==> config.mk <==
export PLATFORM = sky130hd
export DESIGN_NAME = rot_prio_resolver
export DESIGN_NICKNAME = d
export VERILOG_FILES = /design/src/rtl/rpr_pkg.sv /design/src/rtl/rpr_resolve.sv /design/src/rtl/rpr_ctrl.sv /design/src/rtl/rpr_datapath.sv /design/src/rtl/rot_prio_resolver.sv
export SDC_FILE = /design/constraint.sdc
export NUM_CORES = 1
export LEC_CHECK = 0
export ABC_AREA = 1
export BUFFER_PORTS_ARGS = -buffer_cell sky130_fd_sc_hd__buf_2
export CORE_ASPECT_RATIO = 0.9
export CORE_MARGIN = 2
export CORE_UTILIZATION = 45
export CTS_BUF_LIST = sky130_fd_sc_hd__clkbuf_8
export DETAILED_ROUTE_END_ITERATION = 6
export PLACE_DENSITY = 0.67
export SYNTH_ARGS = -nofsm -noshare
export SYNTH_HDL_FRONTEND = slang
export SYNTH_SLANG_ARGS = --single-unit
==> constraint.sdc <==
create_clock -name clk -period 10.3 [get_ports clk]
set_input_delay 1.545 -clock clk [delete_from_list [all_inputs] [get_ports clk]]
set_output_delay 1.545 -clock clk [all_outputs]
set_load 0.05 [all_outputs]
==> src/rtl/rpr_pkg.sv <==
package rpr_pkg;
  localparam int LINES = 8;
  localparam int IDX_W = $clog2(LINES);

  typedef enum logic [2:0] {
    CMD_ROT_OFF   = 3'd0,
    CMD_EOI_TOP   = 3'd1,
    CMD_NOP       = 3'd2,
    CMD_EOI_AT    = 3'd3,
    CMD_ROT_ON    = 3'd4,
    CMD_EOI_TOP_R = 3'd5,
    CMD_SET_BASE  = 3'd6,
    CMD_EOI_AT_R  = 3'd7
  } cmd_e;

  typedef struct packed {
    logic             ackGo;
    logic [IDX_W-1:0] ackLine;
    logic             setIsr;
    logic [LINES-1:0] isrClr;
    logic             baseLoad;
    logic [IDX_W-1:0] baseVal;
    logic             rotLoad;
    logic             rotVal;
  } strobe_t;

  // rank of the most urgent set bit counted from base; LINES when empty
  function automatic logic [IDX_W:0] prioIdx(logic [LINES-1:0] vec, logic [IDX_W-1:0] base);
    logic [IDX_W:0]   res;
    logic [IDX_W-1:0] pos;
    res = (IDX_W+1)'(LINES);
    for (int n = LINES - 1; n >= 0; n--) begin
      pos = base + IDX_W'(n);
      if (vec[pos]) res = (IDX_W+1)'(n);
    end
    return res;
  endfunction
endpackage

==> src/rtl/rpr_resolve.sv <==
module rpr_resolve
  import rpr_pkg::*;
(
  input  logic [LINES-1:0] cand,
  input  logic [LINES-1:0] isrEff,
  input  logic [IDX_W-1:0] base,
  output logic             hit,
  output logic [IDX_W-1:0] line
);
  logic [IDX_W:0] candIdx;
  logic [IDX_W:0] isrIdx;

  always_comb begin
    candIdx = prioIdx(cand, base);
    isrIdx  = prioIdx(isrEff, base);
    hit     = candIdx < isrIdx;
    line    = base + candIdx[IDX_W-1:0];
  end
endmodule

==> src/rtl/rpr_ctrl.sv <==
module rpr_ctrl
  import rpr_pkg::*;
(
  input  logic             ackStrobe,
  input  logic             autoEoi,
  input  logic             cmdStrobe,
  input  logic [2:0]       cmdCode,
  input  logic [IDX_W-1:0] cmdLevel,
  input  logic [LINES-1:0] isrQ,
  input  logic [IDX_W-1:0] baseQ,
  input  logic             rotQ,
  input  logic             curReq,
  input  logic [IDX_W-1:0] curLine,
  output strobe_t          st
);
  logic [IDX_W:0]   topIdx;
  logic             topHit;
  logic [IDX_W-1:0] topLine;

  always_comb begin
    topIdx  = prioIdx(isrQ, baseQ);
    topHit  = topIdx < (IDX_W+1)'(LINES);
    topLine = baseQ + topIdx[IDX_W-1:0];
  end

  always_comb begin
    st          = '0;
    st.ackGo    = ackStrobe & curReq;
    st.ackLine  = curLine;
    st.setIsr   = st.ackGo & ~autoEoi;
    if (st.ackGo && autoEoi && rotQ) begin
      st.baseLoad = 1'b1;
      st.baseVal  = curLine + 1'b1;
    end
    if (cmdStrobe) begin
      case (cmd_e'(cmdCode))
        CMD_ROT_OFF, CMD_ROT_ON: begin
          st.rotLoad = 1'b1;
          st.rotVal  = cmdCode[2];
        end
        CMD_EOI_TOP, CMD_EOI_TOP_R: begin
          if (topHit) begin
            st.isrClr[topLine] = 1'b1;
            if (cmdCode[2]) begin
              st.baseLoad = 1'b1;
              st.baseVal  = topLine + 1'b1;
            end
          end
        end
        CMD_EOI_AT, CMD_EOI_AT_R: begin
          st.isrClr[cmdLevel] = 1'b1;
          if (cmdCode[2]) begin
            st.baseLoad = 1'b1;
            st.baseVal  = cmdLevel + 1'b1;
          end
        end
        CMD_SET_BASE: begin
          st.baseLoad = 1'b1;
          st.baseVal  = cmdLevel + 1'b1;
        end
        CMD_NOP: ;
      endcase
    end
  end
endmodule

==> src/rtl/rpr_datapath.sv <==
module rpr_datapath
  import rpr_pkg::*;
#(
  parameter logic [LINES-1:0] LEVEL_OK  = 8'hF8,
  parameter bit               IS_MASTER = 1'b1,
  parameter int               NEST_LINE = 2
) (
  input  logic             clk,
  input  logic             rst_n,
  input  logic [LINES-1:0] reqLines,
  input  logic [LINES-1:0] levelSel,
  input  logic [LINES-1:0] maskBits,
  input  logic             fullyNested,
  input  strobe_t          st,
  output logic [LINES-1:0] isrQ,
  output logic [IDX_W-1:0] baseQ,
  output logic             rotQ,
  output logic             curReq,
  output logic [IDX_W-1:0] curLine,
  output logic             intReq,
  output logic [IDX_W-1:0] intLevel
);
  logic [LINES-1:0] irrQ, lastQ;
  logic [LINES-1:0] irrNext, isrNext;
  logic [LINES-1:0] effLevel, rise, ackVec, nestDrop;
  logic [IDX_W-1:0] baseNext;
  logic             rotNext;
  logic             nextHit;
  logic [IDX_W-1:0] nextLine;

  assign effLevel = levelSel & LEVEL_OK;
  assign rise     = reqLines & ~lastQ;
  assign ackVec   = st.ackGo ? (LINES'(1) << st.ackLine) : '0;

  generate
    if (IS_MASTER) begin : g_nest
      assign nestDrop = fullyNested ? (LINES'(1) << NEST_LINE) : '0;
    end else begin : g_flat
      assign nestDrop = '0;
    end
  endgenerate

  generate
    for (genvar i = 0; i < LINES; i++) begin : g_line
      assign irrNext[i] = effLevel[i] ? reqLines[i]
                                      : ((irrQ[i] & ~ackVec[i]) | rise[i]);
    end
  endgenerate

  assign isrNext  = (isrQ | (st.setIsr ? ackVec : '0)) & ~st.isrClr;
  assign baseNext = st.baseLoad ? st.baseVal : baseQ;
  assign rotNext  = st.rotLoad ? st.rotVal : rotQ;

  rpr_resolve u_cur (
    .cand   (irrQ & ~maskBits),
    .isrEff (isrQ & ~nestDrop),
    .base   (baseQ),
    .hit    (curReq),
    .line   (curLine)
  );

  rpr_resolve u_next (
    .cand   (irrNext & ~maskBits),
    .isrEff (isrNext & ~nestDrop),
    .base   (baseNext),
    .hit    (nextHit),
    .line   (nextLine)
  );

  always_ff @(posedge clk) begin
    if (!rst_n) begin
      irrQ     <= '0;
      lastQ    <= '0;
      isrQ     <= '0;
      baseQ    <= '0;
      rotQ     <= 1'b0;
      intReq   <= 1'b0;
      intLevel <= '0;
    end else begin
      irrQ     <= irrNext;
      lastQ    <= reqLines;
      isrQ     <= isrNext;
      baseQ    <= baseNext;
      rotQ     <= rotNext;
      intReq   <= nextHit;
      intLevel <= nextHit ? nextLine : '0;
    end
  end
endmodule

==> src/rtl/rot_prio_resolver.sv <==
module rot_prio_resolver
  import rpr_pkg::*;
#(
  parameter logic [LINES-1:0] LEVEL_OK  = 8'hF8,
  parameter bit               IS_MASTER = 1'b1,
  parameter int               NEST_LINE = 2
) (
  input  logic             clk,
  input  logic             rst_n,
  input  logic [LINES-1:0] reqLines,
  input  logic [LINES-1:0] levelSel,
  input  logic [LINES-1:0] maskBits,
  input  logic             fullyNested,
  input  logic             autoEoi,
  input  logic             ackStrobe,
  input  logic             cmdStrobe,
  input  logic [2:0]       cmdCode,
  input  logic [IDX_W-1:0] cmdLevel,
  output logic             intReq,
  output logic [IDX_W-1:0] intLevel
);
  strobe_t          st;
  logic [LINES-1:0] isrQ;
  logic [IDX_W-1:0] baseQ;
  logic             rotQ;
  logic             curReq;
  logic [IDX_W-1:0] curLine;

  rpr_ctrl u_ctrl (
    .ackStrobe (ackStrobe),
    .autoEoi   (autoEoi),
    .cmdStrobe (cmdStrobe),
    .cmdCode   (cmdCode),
    .cmdLevel  (cmdLevel),
    .isrQ      (isrQ),
    .baseQ     (baseQ),
    .rotQ      (rotQ),
    .curReq    (curReq),
    .curLine   (curLine),
    .st        (st)
  );

  rpr_datapath #(
    .LEVEL_OK  (LEVEL_OK),
    .IS_MASTER (IS_MASTER),
    .NEST_LINE (NEST_LINE)
  ) u_dp (
    .clk         (clk),
    .rst_n       (rst_n),
    .reqLines    (reqLines),
    .levelSel    (levelSel),
    .maskBits    (maskBits),
    .fullyNested (fullyNested),
    .st          (st),
    .isrQ        (isrQ),
    .baseQ       (baseQ),
    .rotQ        (rotQ),
    .curReq      (curReq),
    .curLine     (curLine),
    .intReq      (intReq),
    .intLevel    (intLevel)
  );
endmodule

## Yosys cells after proc, flatten, opt, wreduce, memory -nomap -nowiden

Cells that the tools add are included.

- Bits in registers: 32
- Input port bits: 36

- Add/subtract/negate cells: 20
- Order comparisons: 23
- Equal/unequal tests: 6
- Shift operators: 1
- Multiplexer cells: 141
- Bitwise logic cells: 38
- Reductions and logical operators: 9

Operators by type and width:

| operator | count |
|---|---|
| $mux 4 | 43 |
| $bmux 1 s3 | 40 |
| $lt 3x4->1 const B | 18 |
| $and 8x8->8 | 6 |
| $mux 1 | 47 |
| $not 8->8 | 4 |
| $add 3x3->3 const B | 8 |
| $mux 8 | 2 |
| $pmux 8 s2 | 1 |
| $add 3x1->3 const B | 5 |
| $mux 14 | 1 |
| $add 3x2->3 const B | 4 |
| $eq 3x3->1 const B | 4 |
| $mux 12 | 1 |
| $pmux 4 s3 | 1 |
| $and 1x1->1 | 10 |
| $add 3x3->3 | 3 |
| $not 1->1 | 9 |
| $lt 4x4->1 | 2 |
| $or 1x1->1 | 8 |
| $or 8x8->8 | 1 |
| $shl 1x3->8 const A | 1 |
| $demux 1 s3 | 2 |
| $ge 3x1->1 const B | 2 |
| 9 further kinds | 15 |

## Logic depth before layout (Yosys ltp)

Gate-level depths: netlist of the first run.

- Word-level depth: 37
- Mapped depth: 51
- Gate-level depth less buffers: 47

## By module

A second synthesis of the first run with hierarchy kept.

- Cell total of the unflattened synthesis: 803
- Area, all modules: 4559.4 sq um

By module, submodules not included:

| module | instances | cells each | area each (sq um) | sequential area each (sq um) |
|---|---|---|---|---|
| rpr_resolve | 2 | 193 | 993.5 | 0.0 |
| rpr_datapath | 1 | 212 | 1375.1 | 640.6 |
| rpr_ctrl | 1 | 205 | 1197.4 | 0.0 |

## Least setup slack after synthesis of the first run

Ideal clock, no wire load.

- Kind: input port to flip-flop
- Start point: input port maskBits[0]
- End point: register u_dp.intLevel[2]
- Arrival: 6201 ps
- Setup slack: 4034 ps
- Stages on the path: 43
- Path buffers: 2
- Cells stage by stage: inv_1 -> nand3_1 -> nand3_1 -> nand2_1 -> inv_1 -> o21ai_1 -> nand2_1 -> nor2_1 -> inv_1 -> nor3_1 -> ha_1 -> a211oi_1 -> nand3_1 -> nand2_1 -> nand2_1 -> nand2_1 -> nand2_2 -> o21ai_2 -> (+7 left out) -> nand3_1 -> nand3_1 -> nand2_1 -> nand2_1 -> nand2_1 -> nand2_1 -> nand2_1 -> nand2_1 -> nand2_1 -> nand2_1 -> inv_1 -> ha_1 -> inv_1 -> fa_1 -> xnor2_1 -> xor2_1 -> inv_1 -> nor2_1

- Word-level cells in the longest chain between the ends: 35
- Elaborated cells on any way between the ends: 134
- Classes of those cells: add/sub (10); order compare (2); shift (1); mux (86); bitwise (32); reduce/logical (3)

RTL lines:

| item | line | source |
|---|---|---|
| from (decl) | rot_prio_resolver.sv:12 | `input logic [LINES-1:0] maskBits,` |
| $not 8->8 (*) | rpr_datapath.sv:55 | `.cand (irrQ & ~maskBits),` |
| $and 8x8->8 (*) | rpr_datapath.sv:55 |  |
| $bmux 1 s3 | rpr_pkg.sv:34 | `if (vec[pos]) res = (IDX_W+1)'(n);` |
| $mux 1 (not written as such) | rpr_pkg.sv:34 |  |
| $mux 4 (7 in a row) | rpr_pkg.sv:34 |  |
| $mux 4 (*) | rpr_pkg.sv:34 |  |
| parallel branches: the longest is 4 deep, another holds $add 3x3->3 | n/a |  |
| $mux 4 (*) | rpr_ctrl.sv:31 | `if (st.ackGo && autoEoi && rotQ) begin` |
| (+4 left out) | n/a |  |
| $mux 3 (*) | rpr_datapath.sv:51 | `assign baseNext = st.baseLoad ? st.baseVal : baseQ;` |
| via u_dp.baseNext[0] | rpr_datapath.sv:26 | `logic [IDX_W-1:0] baseNext;` |
| $add 3x3->3 | rpr_pkg.sv:33 | `pos = base + IDX_W'(n);` |
| $bmux 1 s3 | rpr_pkg.sv:34 |  |
| $mux 1 (not written as such) | rpr_pkg.sv:34 |  |
| $mux 4 (8 in a row) | rpr_pkg.sv:34 |  |
| $lt 4x4->1 | rpr_resolve.sv:16 | `hit = candIdx < isrIdx;` |
| $reduce_and 2->1 (no line) | n/a |  |
| to (signal assigned) | rpr_datapath.sv:86 | `intLevel <= nextHit ? nextLine : '0;` |
| to (decl) | rpr_datapath.sv:21 | `output logic [IDX_W-1:0] intLevel` |

Mark *: on every way through the listed nets, which the timed path passes. The select of a mux whose other input is x is not followed.
A chain may end at the register's enable or synchronous reset.

## Worst setup path in the final report of the first run

- Start point: register u_dp.baseQ[0]
- End point: register u_dp.intLevel[2]

- Word-level cells in the longest chain between the ends: 34
- Elaborated cells on any way between the ends: 197
- Classes of those cells: add/sub (19); order compare (5); shift (1); mux (137); bitwise (31); reduce/logical (4)

RTL lines:

| item | line | source |
|---|---|---|
| from (decl) | rpr_datapath.sv:16 | `output logic [IDX_W-1:0] baseQ,` |
| from (signal assigned) | rpr_datapath.sv:83 | `baseQ <= baseNext;` |
| parallel branches: the longest is 19 deep, another holds $add 3x3->3 | n/a |  |
| $mux 14 (*) | rpr_ctrl.sv:35 | `if (cmdStrobe) begin` |
| $mux 3 (*) | rpr_datapath.sv:51 |  |
| via u_dp.baseNext[1] | rpr_datapath.sv:26 |  |
| $add 3x3->3 | rpr_pkg.sv:33 |  |
| $bmux 1 s3 | rpr_pkg.sv:34 |  |
| $mux 1 (not written as such) | rpr_pkg.sv:34 |  |
| $mux 4 (8 in a row) | rpr_pkg.sv:34 |  |
| $lt 4x4->1 | rpr_resolve.sv:16 |  |
| $reduce_and 2->1 (no line) | n/a |  |

Marks and branches as above.

==> results of run 1 <==
-- cell type report --
class	count	area [µm²]
Tap cell	122	153
Fill cell	970	4540
Clock buffer	5	68.8
Sequential cell	32	641
Timing Repair Buffer	36	180
Inverter	116	435
Clock inverter	3	42.5
Multi-Input combinational cell	581	2980
-- cell families after synthesis --
kind of cell / Yosys count / share of synthesized area
and+or+nand+nor: 465 / 0.483
adders and majority gates: 24 / 0.0775
DFF: 32 / 0.154
xor gates and xnor gates: 13 / 0.0400
AOI/OAI and AO/OA: 79 / 0.115
buffers and inverters: 133 / 0.131
-- through the flow --
stage	setup slack, ns	cells	cell area (µm²)
after global placement	2.36	887	4390
final	2.11	895	4500
after CTS	2.21	895	4500
after detailed placement	2.25	887	4390
after global routing	1.13	895	4500
after floorplan	4.03	746	4170
-- layer usage --
metal	global-route usage	wire [µm]
met1	0.358	6090
met2	0.417	5220
met3	0.0314	751
met4	0.0578	238
met5	0	0
-- worst reg2reg max path, delay by kind of cell (launching register included) --
family	cells	cell delay [ns]
XOR/XNOR	2	0.34
buffers and inverters	10	1.44
AND/OR/NAND/NOR	18	1.78
flip-flops	1	0.92
adder cells (fa/ha/maj)	7	2.56
AO/OA/AOI/OAI	6	1.07
-- final timing paths --
path	cells after the start	slack [ns]	endpoint
setup / recovery	43	2.11	u_dp.intLevel[2]$_SDFF_PN0_
hold reg to reg	2	0.52	u_dp.rotQ$_SDFFE_PN0P_
hold / removal	2	0.52	u_dp.rotQ$_SDFFE_PN0P_
setup reg to reg	43	2.11	u_dp.intLevel[2]$_SDFF_PN0_
-- layout by cell type, fill, tap and decap left out, types with 13 or more instances in the layout --
| cell | instances |
|---|---|
| nand2_1 | 248 |
| nand3_1 | 128 |
| inv_1 | 109 |
| nor2_1 | 52 |
| buf_2 | 36 |
| dfxtp_1 | 32 |
| ha_1 | 21 |
| o21ai_0 | 20 |
| nand4_1 | 15 |
| a21oi_1 | 13 |
-- registers in the layout (all words and copies together), names as in the netlist --
name / cells
u_dp.baseQ: 3
u_dp.intLevel: 3
u_dp.intReq: 1
u_dp.irrQ: 8
u_dp.isrQ: 8
u_dp.lastQ: 8
u_dp.rotQ: 1
-- power groups by stage --
stage | Clock [W] | Combinational, W | Sequential (W)
3_3_place_gp | 0 | 0.000776 | 0.000159
6_report | 0.000123 | 0.000815 | 0.000156
3_5_place_dp | 0 | 0.000794 | 0.000159
4_1_cts | 0.000124 | 0.000800 | 0.000156
2_1_floorplan | 0 | 0.000623 | 0.000165
5_1_grt | 0.000129 | 0.000932 | 0.000159
==> out/metrics.cfg, run 1 <==
[logic_synthesis]
ys_seq_elements = 32
synth_edf_count = 0
syn_inst = 746
synth_seq_area_share = 0.154
synth.most_common_cell = nand2_1
async_flop_share = 0
ys_warn_count = 0
synth_common_cells = 248 x nand2_1, 128 x nand3_1, 109 x inv_1
synth_area_leaders = nand2_1 22%, dfxtp_1 15%, nand3_1 15%
yosys.area.top_type_share = 0.223
synth_top_area_cell = nand2_1
syn-cell-area_mm2 = 0.00417
synth_ff_type = dfxtp_1
synth.avg_cell_area_um2 = 5.58
syn_nets = 806
synth.distinct_cells = 42

[floorplan]
start_util = 0.461
die_h_um = 95.3
rows = 33
die_w_um = 105
core_area_mm2 = 0.00904
fp.dieArea_mm2 = 0.0100
io_pins = 40

[timing]
max_freq_ghz = 0.122
final-hold-violation-count = 0
rsz0062_at_grt = no
final.min_clock_period_ns = 8.19
finalSetupViolations = 0
tightest_slew_ns = 0.999
min_period_over_period = 0.795
relSlewSlack = 0.330
tns_ns = 0
skew_ns = 0.0211
whs_ns = 0.517
finalMaxSlewViolations = 0

[clock_network]
cts_htree_levels = 2
ctsResizeCount = 0
cts_root_buffer = clkbuf_8
postCtsSetupBuffers = 0
hold_buffers = 0
max-clock-path-buffers = 2
clk_pin_slew_ns = 0.09
clock-sinks = 32
cts_buffers = 5
clock_latency_ns = 0.30
cts_tree = done

[global_routing]
grt_usage = 0.254
grt_pass1_vias = 4345
antenna_found_initial = 0
grt_max_degree = 28
grt_pass1_wl_um = 20400
grt.overflow.total = 0

[power_and_ir_drop]
pwr-share-comb = 0.745
p_total_w = 0.00109
clkPwrFrac = 0.112
internal_power_w = 0.000480
leakage_nw = 2.58
switching_power_w = 0.000614
p_seq_frac = 0.143
vdd_drop_max_mv = 0.0950
swShare = 0.561
p_per_area_mw_per_mm2 = 243

[worst_setup_path]
arrival_ns = 8.41
crit_path_frequent_cell = nand2_1
crit_family = adder cells
startpoint = u_dp.baseQ[0]$_SDFF_PN0_
path_class = reg2reg
rr_startpoint = u_dp.baseQ[0]$_SDFF_PN0_
cp-end-kind = register
cp-start-kind = register
critPathBufInv = 10
slowest_stage = dfxtp_1
crit_path_max_incr_delay_ns = 0.92
path_max_fanout = 27
cp_data_required_time_ns = 10.53

[finish]
fin_util = 0.498
n_antenna_cell = 0
drive_gt1_frac = 0.0906
syn_to_final_growth_pct = 8.02
fin_nets = 832

[route]
vias = 4793
drc = 0
avgViaCountPerCell = 5.36
drt_iter0_drc = 351
ant_nets = 0
firstDrtPassIters = 6
wl_um = 12300
route.detailed.wl_per_inst_um = 13.7

[flow_run]
cap_viol_max_count = 0

[run_status]
status = finished, final reports clean

[place]
gp_congestion = 0.971
post-dp-hpwl_um = 10100
numPortBuffers = 36

[hold_path]
hold_start = u_dp.rotQ$_SDFFE_PN0P_
hold_path_class = reg2reg

Power figures use the tool's default switching activity.
==> run 2: changes to the inputs <==
==> constraint.sdc (replaced) <==
create_clock -name clk -period 8.1 [get_ports clk]
set_input_delay 1.215 -clock clk [delete_from_list [all_inputs] [get_ports clk]]
set_output_delay 1.215 -clock clk [all_outputs]
set_load 0.05 [all_outputs]
==> out/metrics.cfg, run 2 (synthesized netlist as in run 1, its figures left out) <==
[worst_setup_path]
path_max_fanout = 11  ; -59%
rr_startpoint = u_dp.baseQ[1]$_SDFF_PN0_
crit_path_max_incr_delay_ns = 0.53  ; -0.39 ns
slowest_stage = fa_1
cp_data_required_time_ns = 8.33  ; -2.20 ns
critPathBufInv = 11  ; +1
reg2reg_to = u_dp.intLevel[2]$_SDFF_PN0_
crit_family = adder cells
cp-end-kind = register
reg2reg_depth = 44  ; +2.3%
cp-start-kind = register
arrival_ns = 7.05  ; -1.36 ns
crit_path_frequent_cell = nand2_1
path_class = reg2reg
ff2ff_setup_slack_ns = 1.28  ; -0.83 ns

[finish]
fin_area_mm2 = 0.00452  ; +0.42%
final_common_cell = nand2_1
layout_common_cells = 248 x nand2_1, 128 x nand3_1, 109 x inv_1
syn_to_final_growth_pct = 8.47
reg_top3 = u_dp.irrQ: 8 flops, u_dp.isrQ: 8 flops, u_dp.lastQ: 8 flops
n_antenna_cell = 0  ; unchanged
drive_gt1_frac = 0.0964  ; +0.00584
fin_nets = 837  ; +0.60%

[hold_path]
hold_path_class = reg2reg
hold_start = u_dp.lastQ[2]$_SDFF_PN0_
min_path_cells = 3  ; +1
min_to = u_dp.irrQ[2]$_SDFF_PN0_

[clock_network]
clock-sinks = 32  ; unchanged
postCtsSetupBuffers = 0  ; unchanged
cts_htree_levels = 2  ; unchanged
clock_latency_ns = 0.30  ; about the same
cts_tree = done
ctsResizeCount = 0  ; unchanged
cts_root_buffer = clkbuf_8
max-clock-path-buffers = 2  ; unchanged
hold_buffers = 0  ; unchanged
clk_pin_slew_ns = 0.08  ; about the same
cts_buffers = 5  ; unchanged

[timing]
finalMaxSlewViolations = 0  ; unchanged
final-hold-violation-count = 0  ; unchanged
whs_ns = 0.509  ; -0.00780 ns
layout_setup_ws_ns = 1.28  ; -0.830 ns
max_freq_ghz = 0.147  ; +20%
final.min_clock_period_ns = 6.82  ; -1.37 ns
tightest_slew_ns = 0.767  ; -0.233 ns
skew_ns = 0.0135  ; -0.00760 ns
relSlewSlack = 0.488  ; +0.159
finalSetupViolations = 0  ; unchanged
rsz0062_at_grt = no
tns_ns = 0  ; unchanged
min_period_over_period = 0.842  ; +0.0468

[floorplan]
core_area_mm2 = 0.00904  ; unchanged
start_util = 0.461  ; unchanged
fp.dieArea_mm2 = 0.0100  ; unchanged
die_w_um = 105  ; unchanged
die_h_um = 95.3  ; unchanged
rows = 33  ; unchanged
io_pins = 40  ; unchanged

[route]
routed.top_layer = met4
avgViaCountPerCell = 5.37  ; +0.19%
route.detailed.wl_per_inst_um = 13.4  ; -2.2%
wl_met1_um = 5970  ; -2.0%
vias = 4829  ; +0.75%
firstDrtPassIters = 5  ; -1
met2_wirelength_um = 5190  ; -0.48%
wl_met3_um = 751  ; unchanged
wl_um = 12100  ; -1.7%
ant_nets = 0  ; unchanged
drt_iter0_drc = 414  ; +18%
drc = 0  ; unchanged

[global_routing]
grt_pass1_wl_um = 19800  ; -3.2%
antenna_found_initial = 0  ; unchanged
grt_max_degree = 27  ; -3.6%
grt_usage = 0.247  ; -0.00753
grt_pass1_vias = 4213  ; -3.0%
grt.overflow.total = 0  ; unchanged

[place]
gp_congestion = 0.978  ; +0.76%
dpl-instance-area_mm2 = 0.00443  ; +0.86%
post-dp-hpwl_um = 10100  ; -0.53%
pre_cts_ws_ns = 1.36  ; -0.887 ns
numPortBuffers = 36  ; unchanged

[power_and_ir_drop]
vdd_drop_max_mv = 0.129  ; +35%
leakage_nw = 2.59  ; +0.41%
p_per_area_mw_per_mm2 = 302  ; +24%

[run_status]
status = finished, final reports clean

[flow_run]
cap_viol_max_count = 0  ; unchanged

-- run 2: final cells by class --
class / instances / area (µm²)
clock buffers: 5 / 68.8
clock inverters: 3 / 23.8
fillers: 971 / 4520
inverters: 116 / 435
multi-input cells: 581 / 2980
flip-flops and latches: 32 / 641
well taps: 122 / 153
repair buffers: 41 / 218
-- run 2: worst min-delay path, stage by stage, from the launching register on --
cell,delay (ns)
dfxtp_1,0.32
o21ai_1,0.06
inv_1,0.06
nor2_1,0.04
-- run 2: how the worst max path moves through the flow --
stage | startpoint | endpoint | slack [ns] | cells after the start
after floorplan | u_dp.baseQ[1]$_SDFF_PN0_ | u_dp.intLevel[2]$_SDFF_PN0_ | 1.87 | 47
after global placement | maskBits[6] | u_dp.intLevel[2]$_SDFF_PN0_ | 1.42 | 47
after detailed placement | maskBits[6] | u_dp.intLevel[2]$_SDFF_PN0_ | 1.36 | 47
after CTS | u_dp.baseQ[1]$_SDFF_PN0_ | u_dp.intLevel[2]$_SDFF_PN0_ | 1.31 | 44
after global routing | u_dp.baseQ[1]$_SDFF_PN0_ | u_dp.intLevel[2]$_SDFF_PN0_ | 0.47 | 44
final | u_dp.baseQ[1]$_SDFF_PN0_ | u_dp.intLevel[2]$_SDFF_PN0_ | 1.28 | 44
-- run 2: through the flow --
stage | util | std cells | power [W]
2_1_floorplan | - | 746 | 0.00100
3_3_place_gp | 0.489 | 892 | 0.00119
3_5_place_dp | 0.489 | 892 | 0.00123
4_1_cts | 0.500 | 900 | 0.00136
5_1_grt | 0.500 | 900 | 0.00152
6_report | 0.500 | 900 | 0.00137
-- run 2: metal layers --
metal	up-vias	track usage
met5	-	0
met4	0	0.0489
met3	21	0.0253
met2	171	0.410
met1	2169	0.349
li1	2468	-
-- run 2: report_power, final --
part | internal [W] | switching (W) | leakage (nW) | total (W)
Combinational | 0.000348 | 0.000697 | 2.28 | 0.00105
Clock | 0.0000608 | 0.0000668 | 0.0404 | 0.000128
Sequential | 0.000179 | 0.0000144 | 0.264 | 0.000193
